File: config.mk
export PLATFORM = sky130hd
export DESIGN_NAME = sg_walker
export DESIGN_NICKNAME = d
export VERILOG_FILES = /design/src/rtl/sgw_pkg.sv /design/src/rtl/sgw_limit.sv /design/src/rtl/sgw_fetch.sv /design/src/rtl/sgw_clip.sv /design/src/rtl/sg_walker.sv
export SDC_FILE = /design/constraint.sdc
export NUM_CORES = 1
export LEC_CHECK = 0
export BUFFER_PORTS_ARGS = -buffer_cell sky130_fd_sc_hd__buf_2
export CAP_MARGIN = 10
export CORE_MARGIN = 10
export CORE_UTILIZATION = 40
export CTS_BUF_LIST = sky130_fd_sc_hd__clkbuf_4 sky130_fd_sc_hd__clkbuf_8
export DETAILED_ROUTE_END_ITERATION = 6
export PLACE_DENSITY = 0.6
export SETUP_SLACK_MARGIN = 0.5
export SLEW_MARGIN = 20
export SYNTH_ARGS = -nofsm -noshare
export SYNTH_HDL_FRONTEND = slang
export SYNTH_SLANG_ARGS = --single-unit
File: constraint.sdc
create_clock -name clk -period 9.4 [get_ports clk]
set_clock_uncertainty 0.1 [all_clocks]
set_input_delay 0.94 -clock clk [delete_from_list [all_inputs] [get_ports clk]]
set_output_delay 0.94 -clock clk [all_outputs]
set_load 0.02 [all_outputs]
File: src/rtl/sgw_pkg.sv
// Shared types for the scatter-gather table walker.
// Assumes nothing beyond IEEE 1800-2017 enums.
package sgw_pkg;

    // Completion code reported with done
    typedef enum logic [1:0] {
        ERR_NONE      = 2'd0,
        ERR_NO_START  = 2'd1,
        ERR_TOTAL_OVF = 2'd2
    } sgw_err_e;

    // Walker control states
    typedef enum logic [2:0] {
        ST_IDLE  = 3'd0,
        ST_FETCH = 3'd1,
        ST_WAIT  = 3'd2,
        ST_SEG   = 3'd3,
        ST_FIN   = 3'd4
    } sgw_state_e;

endpackage

File: src/rtl/sgw_limit.sv
// Effective transfer limit selection.
// Picks either the byte limit (all ones = unlimited) or a sector count
// scaled by the sector size. Purely combinational; assumes the sector
// product fits in LIM_W bits.
module sgw_limit #(
    parameter int LIM_W     = 32,
    parameter int SEC_W     = 8,
    parameter int SEC_SHIFT = 9
) (
    input  logic             use_sectors,
    input  logic [SEC_W-1:0] sect_hi,
    input  logic [SEC_W-1:0] sect_lo,
    input  logic [LIM_W-1:0] byte_limit,
    output logic [LIM_W-1:0] eff_limit,
    output logic             unlimited
);
    localparam int SCNT_W = 2 * SEC_W;

    logic [SCNT_W-1:0] sectors;

    // Sector count from its two bytes
    assign sectors = {sect_hi, sect_lo};

    // Choose the limit source and flag the unlimited encoding
    always_comb begin
        if (use_sectors) begin
            eff_limit = LIM_W'(sectors) << SEC_SHIFT;
            unlimited = 1'b0;
        end else begin
            eff_limit = byte_limit;
            unlimited = &byte_limit;
        end
    end
endmodule

File: src/rtl/sgw_fetch.sv
// Entry fetch port: one outstanding read at a time.
// A one-cycle issue from the controller becomes a registered one-cycle
// rd_req. The response is registered and its size field decoded to a
// byte length (field low bits plus one). Responses arriving with no read
// pending are dropped.
module sgw_fetch #(
    parameter int AW    = 48,
    parameter int SZ_W  = 22,
    parameter int CNT_W = 16,
    parameter int FLD_W = 32
) (
    input  logic             clk,
    input  logic             rst_n,
    input  logic             issue,
    input  logic [CNT_W-1:0] idx,
    output logic             rd_req,
    output logic [CNT_W-1:0] rd_idx,
    input  logic             rd_rsp_valid,
    input  logic [AW-1:0]    rd_rsp_addr,
    input  logic [FLD_W-1:0] rd_rsp_size,
    output logic             ent_valid,
    output logic [AW-1:0]    ent_addr,
    output logic [SZ_W:0]    ent_len
);
    localparam int LEN_W = SZ_W + 1;

    logic pending;
    logic unused_size_hi;

    // Upper size-field bits carry no meaning
    assign unused_size_hi = ^rd_rsp_size[FLD_W-1:SZ_W];

    // Request register: one cycle per issue, index held for visibility
    always_ff @(posedge clk) begin
        if (!rst_n) begin
            rd_req <= 1'b0;
            rd_idx <= '0;
        end else begin
            rd_req <= issue;
            if (issue) rd_idx <= idx;
        end
    end

    // Outstanding-read tracking
    always_ff @(posedge clk) begin
        if (!rst_n)            pending <= 1'b0;
        else if (issue)        pending <= 1'b1;
        else if (rd_rsp_valid) pending <= 1'b0;
    end

    // Capture and decode the response
    always_ff @(posedge clk) begin
        if (!rst_n) begin
            ent_valid <= 1'b0;
            ent_addr  <= '0;
            ent_len   <= '0;
        end else begin
            ent_valid <= rd_rsp_valid && pending;
            if (rd_rsp_valid && pending) begin
                ent_addr <= rd_rsp_addr;
                ent_len  <= {1'b0, rd_rsp_size[SZ_W-1:0]} + LEN_W'(1);
            end
        end
    end
endmodule

File: src/rtl/sgw_clip.sv
// Segment length clipping and total-overflow detection.
// Given an entry length, an in-entry start position (< length), the bytes
// left before the limit and the bytes emitted so far, returns the
// segment length and whether emitting it would pass MAX_TOTAL.
// Combinational; assumes LEN_W <= ACC_W.
module sgw_clip #(
    parameter int    LEN_W     = 23,
    parameter int    ACC_W     = 33,
    parameter longint MAX_TOTAL = 64'd2147483647
) (
    input  logic [LEN_W-1:0] ent_len,
    input  logic [LEN_W-1:0] pos,
    input  logic [ACC_W-1:0] lim_rem,
    input  logic [ACC_W-1:0] emitted,
    input  logic             unlimited,
    output logic [LEN_W-1:0] seg_len,
    output logic             over_max
);
    logic [LEN_W-1:0] avail;
    logic             clip_it;
    logic [ACC_W:0]   new_total;

    // Bytes left in the entry after the start position
    assign avail = ent_len - pos;

    // Limit clipping unless unlimited
    assign clip_it = !unlimited && (lim_rem < ACC_W'(avail));
    assign seg_len = clip_it ? lim_rem[LEN_W-1:0] : avail;

    // Total after this segment against the ceiling
    assign new_total = {1'b0, emitted} + (ACC_W+1)'(seg_len);
    assign over_max  = new_total > (ACC_W+1)'(MAX_TOTAL);
endmodule

File: src/rtl/sg_walker.sv
// Scatter-gather table walker with byte limit.
// On start (idle only) it latches the count, offset and effective limit,
// fetches entries in order through sgw_fetch, skips bytes before the
// offset, and emits clipped segments with valid/ready until the limit is
// met, the table ends, or the running total would pass 2^31-1.
// Results (total, error, short flag) are valid with done and held until
// the next accepted start.
module sg_walker
    import sgw_pkg::*;
#(
    parameter int AW    = 48,
    parameter int SZ_W  = 22,
    parameter int CNT_W = 16,
    parameter int LIM_W = 32,
    parameter int FLD_W = 32,
    parameter int SEC_W = 8
) (
    input  logic             clk,
    input  logic             rst_n,
    input  logic             start,
    input  logic [CNT_W-1:0] ent_count,
    input  logic [LIM_W-1:0] start_offset,
    input  logic [LIM_W-1:0] byte_limit,
    input  logic             use_sectors,
    input  logic [SEC_W-1:0] sect_hi,
    input  logic [SEC_W-1:0] sect_lo,
    output logic             rd_req,
    output logic [CNT_W-1:0] rd_idx,
    input  logic             rd_rsp_valid,
    input  logic [AW-1:0]    rd_rsp_addr,
    input  logic [FLD_W-1:0] rd_rsp_size,
    output logic             seg_valid,
    input  logic             seg_ready,
    output logic [AW-1:0]    seg_addr,
    output logic [SZ_W:0]    seg_len,
    output logic             done,
    output logic [1:0]       err_code,
    output logic [LIM_W-1:0] total_bytes,
    output logic             short_tbl
);
    localparam int LEN_W = SZ_W + 1;
    localparam int ACC_W = LIM_W + 1;
    localparam int SKW   = (CNT_W + LEN_W > ACC_W) ? CNT_W + LEN_W : ACC_W;

    sgw_state_e        state;
    sgw_err_e          err_q;
    logic [CNT_W-1:0]  idx, count_q;
    logic [LIM_W-1:0]  offset_q, limit_q;
    logic              unlim_q, skipping;
    logic [SKW-1:0]    skip_sum;
    logic [ACC_W-1:0]  emitted;
    logic [AW-1:0]     seg_addr_q;
    logic [LEN_W-1:0]  seg_len_q;

    logic [LIM_W-1:0]  eff_limit;
    logic              eff_unlim;
    logic              ent_valid;
    logic [AW-1:0]     ent_addr;
    logic [LEN_W-1:0]  ent_len;
    logic              hit, last, reaches_lim;
    logic [SKW-1:0]    pos_full;
    logic [LEN_W-1:0]  pos;
    logic [ACC_W-1:0]  lim_rem;
    logic [LEN_W-1:0]  clip_len;
    logic              clip_ovf;
    logic              unused_pos_hi;

    sgw_limit #(.LIM_W(LIM_W), .SEC_W(SEC_W), .SEC_SHIFT(9)) u_limit (
        .use_sectors (use_sectors),
        .sect_hi     (sect_hi),
        .sect_lo     (sect_lo),
        .byte_limit  (byte_limit),
        .eff_limit   (eff_limit),
        .unlimited   (eff_unlim)
    );

    sgw_fetch #(.AW(AW), .SZ_W(SZ_W), .CNT_W(CNT_W), .FLD_W(FLD_W)) u_fetch (
        .clk          (clk),
        .rst_n        (rst_n),
        .issue        (state == ST_FETCH),
        .idx          (idx),
        .rd_req       (rd_req),
        .rd_idx       (rd_idx),
        .rd_rsp_valid (rd_rsp_valid),
        .rd_rsp_addr  (rd_rsp_addr),
        .rd_rsp_size  (rd_rsp_size),
        .ent_valid    (ent_valid),
        .ent_addr     (ent_addr),
        .ent_len      (ent_len)
    );

    // Start-entry detection and in-entry position while skipping
    assign hit      = (skip_sum + SKW'(ent_len)) > SKW'(offset_q);
    assign pos_full = SKW'(offset_q) - skip_sum;
    assign pos      = skipping ? pos_full[LEN_W-1:0] : '0;
    assign unused_pos_hi = ^pos_full[SKW-1:LEN_W];

    // Bytes left before the limit, last-entry and limit-reached tests
    assign lim_rem     = {1'b0, limit_q} - emitted;
    assign last        = ({1'b0, idx} + (CNT_W+1)'(1)) == {1'b0, count_q};
    assign reaches_lim = !unlim_q &&
                         ((emitted + ACC_W'(seg_len_q)) == {1'b0, limit_q});

    sgw_clip #(.LEN_W(LEN_W), .ACC_W(ACC_W), .MAX_TOTAL(64'd2147483647)) u_clip (
        .ent_len   (ent_len),
        .pos       (pos),
        .lim_rem   (lim_rem),
        .emitted   (emitted),
        .unlimited (unlim_q),
        .seg_len   (clip_len),
        .over_max  (clip_ovf)
    );

    // Walk controller: start latch, skip phase, emit phase, finish
    always_ff @(posedge clk) begin
        if (!rst_n) begin
            state      <= ST_IDLE;
            err_q      <= ERR_NONE;
            idx        <= '0;
            count_q    <= '0;
            offset_q   <= '0;
            limit_q    <= '0;
            unlim_q    <= 1'b0;
            skipping   <= 1'b0;
            skip_sum   <= '0;
            emitted    <= '0;
            seg_addr_q <= '0;
            seg_len_q  <= '0;
        end else begin
            case (state)
                ST_IDLE: begin
                    if (start) begin
                        count_q  <= ent_count;
                        offset_q <= start_offset;
                        limit_q  <= eff_limit;
                        unlim_q  <= eff_unlim;
                        idx      <= '0;
                        skipping <= 1'b1;
                        skip_sum <= '0;
                        emitted  <= '0;
                        err_q    <= ERR_NONE;
                        if (!eff_unlim && eff_limit == '0) begin
                            state <= ST_FIN;
                        end else if (ent_count == '0) begin
                            err_q <= ERR_NO_START;
                            state <= ST_FIN;
                        end else begin
                            state <= ST_FETCH;
                        end
                    end
                end
                ST_FETCH: state <= ST_WAIT;
                ST_WAIT: begin
                    if (ent_valid) begin
                        if (skipping && !hit) begin
                            skip_sum <= skip_sum + SKW'(ent_len);
                            if (last) begin
                                err_q <= ERR_NO_START;
                                state <= ST_FIN;
                            end else begin
                                idx   <= idx + CNT_W'(1);
                                state <= ST_FETCH;
                            end
                        end else if (clip_ovf) begin
                            err_q <= ERR_TOTAL_OVF;
                            state <= ST_FIN;
                        end else begin
                            seg_addr_q <= ent_addr + AW'(pos);
                            seg_len_q  <= clip_len;
                            skipping   <= 1'b0;
                            state      <= ST_SEG;
                        end
                    end
                end
                ST_SEG: begin
                    if (seg_ready) begin
                        emitted <= emitted + ACC_W'(seg_len_q);
                        if (reaches_lim || last) begin
                            state <= ST_FIN;
                        end else begin
                            idx   <= idx + CNT_W'(1);
                            state <= ST_FETCH;
                        end
                    end
                end
                ST_FIN:  state <= ST_IDLE;
                default: state <= ST_IDLE;
            endcase
        end
    end

    // Output mapping
    assign seg_valid   = (state == ST_SEG);
    assign seg_addr    = seg_addr_q;
    assign seg_len     = seg_len_q;
    assign done        = (state == ST_FIN);
    assign err_code    = err_q;
    assign total_bytes = emitted[LIM_W-1:0];
    assign short_tbl   = (err_q == ERR_NONE) && !unlim_q &&
                         (emitted < {1'b0, limit_q});
endmodule

==> run metrics <==
status=finished, final reports clean; # fillers=~6300; DR DRC count=0; Arr. time, crit path=9.81 ns; final net count=4247; dpl ws=-0.699 ns; crit end category=register; Fin Setup TNS=0 ns; vias in the first global route=25092; FF+latch area=about 6700 um2; Achievable Freq=107 MHz; proportion of layout cells with a drive suffix above 1=23.3%; YS warnings=0; Die Y=274 um; Initial Util=approximately 40%; Clock Sink Count=336; Die ar.=74800 um2; Tot GR Track Use=23.9%; Post-synth EDFFs=0; Total Wirelength=~95000 um; core area=63400 um2; final setup margin=0.0332 ns; Peak VDD IR=0.162 mV; Buf/Inv on CP=10; max-cap viol count=0; post-layout util=a little over 50%; footprint of the multi-input gates=18100 um2; final non-filler cell total=between 4000 and 5000; Worst Path Max Fanout=8; syn avg cell area=~7.6 um2; Worst Max-Slew Pin Slew=approximately 0.99 ns; Slew HR=34.3%; RSZ-0062 raised after global routing=yes; Synth area leaders=dfxtp_1 26%, ha_1 11%, nand2_1 7.7%; Post-synth top flop=dfxtp_1; GP Congestion=0.941; Worst Min Path Start=start_offset[0]; Mapped Nets=~3800; Setup violations, final=0; Yosys cell types=96; leak pwr=around 14 nW; Routed Antenna Nets=0; CP top delay family=compound AO/OA/AOI/OAI gates; synth cell count leaders=531 x nand2_1, 398 x a21oi_1, 336 x dfxtp_1, 225 x ha_1, 183 x inv_1; Final Hold Viols=0; Initial DRT Pass Iterations=7; area leader, netlist=dfxtp_1; CTS root buffer=clkbuf_8; Setup crit start=skip_sum[1]; CTS H-tree lvls=2; Setup CP Type=register to register; Rows=92; total congestion overflow=0; cell area after synthesis=25700 um2; largest net degree at the start of global routing=114; vias per cell=5.59; Post-synth ARST share=0%; Reg clk slew, reported paths=0.06 ns; area delta synth->final=24.6%; #FFs+latches synth=336; adder-cell area share of the yosys netlist=between 10 and 15%; post-synthesis mux area share=1.95%; largest family of logic cells by synthesized area=compound AO/OA/AOI/OAI gates; IO buf count=296; clock buffer depth=3; Clk Latency, worst-skew pair=0.73 ns; sequential area share after synthesis=26.2%; Routed WL per cell=20.1 um; Critical Path Source Type=register; initial antenna violation count=2; placed insts=approximately 4500; dominant cell by count in the synthesized netlist=nand2_1; IO Pins=just over 300; Req. time, crit path=9.84 ns; R2R Path Start=skip_sum[1]; Iter 0 DRT Violations=1765; die width=about 270 um; Synth Area in Compound Gates=23.9%; Syn Inst Count=3398; WHS Path Cells=3; Slowest cell on crit path=a221o_1; crit path time final=between 9 and 10 ns; critical path depth=47; power density over the cells=259 nW/um2; fin crit share=99.6%; first-pass GRT wire length=143000 um; vias post-DR=approximately 26000; total CTS buffers=61; HPWL Detailed=just over 70000 um; Hold WC Path Type=input port to register; top cell type's share of synthesized area=26.2%; CTS tree=built; post-synthesis simple-gate area fraction=a little over a fifth; Slew Viols, Final=0; cts hold-fix bufs=0; Max stage delay on crit path=0.40 ns; R2R depth=47; Post-Synth XOR/XNOR Area=between 8 and 9%
==> cell usage in the layout, fill, tap and decap left out, drive strengths merged, types with 10 or more instances in the layout <==
cell type	netlist	layout
or3	29	29
a311oi	15	15
nor2	178	178
a31oi	35	35
and3	59	60
dfxtp	336	336
nor4	33	33
mux2i	35	35
nor2b	30	30
nand2b	38	38
clkinv	0	11
and2	28	28
a31o	13	13
nand4	63	63
xnor2	138	138
a211o	11	11
ha	225	225
clkbuf	132	99
nand2	531	531
o21a	17	17
a21o	68	68
nand3b	22	22
a21oi	403	403
xor2	81	81
nor3	48	48
nand3	110	110
o21ba	10	10
o211ai	27	27
o21bai	17	17
mux2	13	13
buf	73	571
a211oi	68	68
inv	183	184
and4	12	12
o21ai	169	169
==> routing by layer <==
| layer | wire length, um | GRT usage, % | share of wire, % | up-vias |
|---|---|---|---|---|
| met2 | 44800 | 40.4 | 47 | 830 |
| met1 | 41500 | 30.4 | 44 | 12482 |
| li1 | - | - | - | 12964 |
| met4 | 3280 | 8.58 | 3.4 | 0 |
| met3 | 5590 | 3.47 | 5.9 | 163 |
| met5 | 0 | 0 | 0 | - |
==> state kept, by name, summed over array words and instances (netlist names) <==
name	flops
u_fetch.pending	1
u_fetch.ent_valid	1
u_fetch.ent_addr	48
seg_addr	48
count_q	16
offset_q	32
u_fetch.ent_len	23
u_fetch.rd_idx	16
skip_sum	39
idx	16
u_fetch.rd_req	1
seg_len	23
unlim_q	1
skipping	1
state	3
err_code	2
emitted	33
limit_q	32
==> per-stage QoR <==
step,instance area (um2),total power [mW],hold slack [ns]
final,32000,8.30,0.350
after global routing,32000,8.87,0.336
after CTS,31300,8.03,0.293
after detailed placement,28800,6.08,0.342
after global placement,28800,6.06,0.337
after floorplan,25700,4.44,0.336
==> worst reg2reg max path: cells and delay by family, from the launching register on <==
family,cells,cell delay [ns]
adder cells (fa/ha/maj),4,1.03
buffers and inverters,10,1.38
flip-flops,1,0.34
multiplexers,1,0.34
XOR/XNOR,2,0.38
AO/OA/AOI/OAI,24,4.60
AND/OR/NAND/NOR,6,1.02
==> area by class of cell <==
type	count	area share (%)
clock buffers	94	3.67
repair buffers	576	12.6
inverters	183	2.17
flip-flops and latches	336	21.0
clock inverters	17	0.762
well taps	846	3.30
diodes	2	0.0156
multi-input cells	2675	56.5
==> power by group <==
part / switching [mW] / leakage, nW / internal (mW)
combinational: 2.64 / 10.5 / 2.25
clock: 0.695 / 0.754 / 0.938
sequential: 0.196 / 2.73 / 1.58
total: 3.53 / 14.0 / 4.77
==> cells by family after synthesis <==
group                      after synthesis
buffers and inverters                  388
xor gates and xnor gates               227
adders and majority gates              232
DFF                                    336
muxes                                   48
AOI/OAI and AO/OA                      964
and+or+nand+nor                       1203
==> path summary, 6_finish.rpt <==
check	slack [ns]	end
setup / recovery	0.03	seg_addr[22]
hold / removal	0.35	offset_q[0]
setup reg to reg	0.03	seg_addr[22]
hold reg to reg	0.35	offset_q[30]
==> repair_timing <==
action / CTS / global route
pin swaps: 59 / 59
endpoints found under the setup margin: 77 / 77
cloned: 7 / 9
setup buffers: 56 / 24
gates resized for setup: 112 / 90
Power figures use the tool's default switching activity.
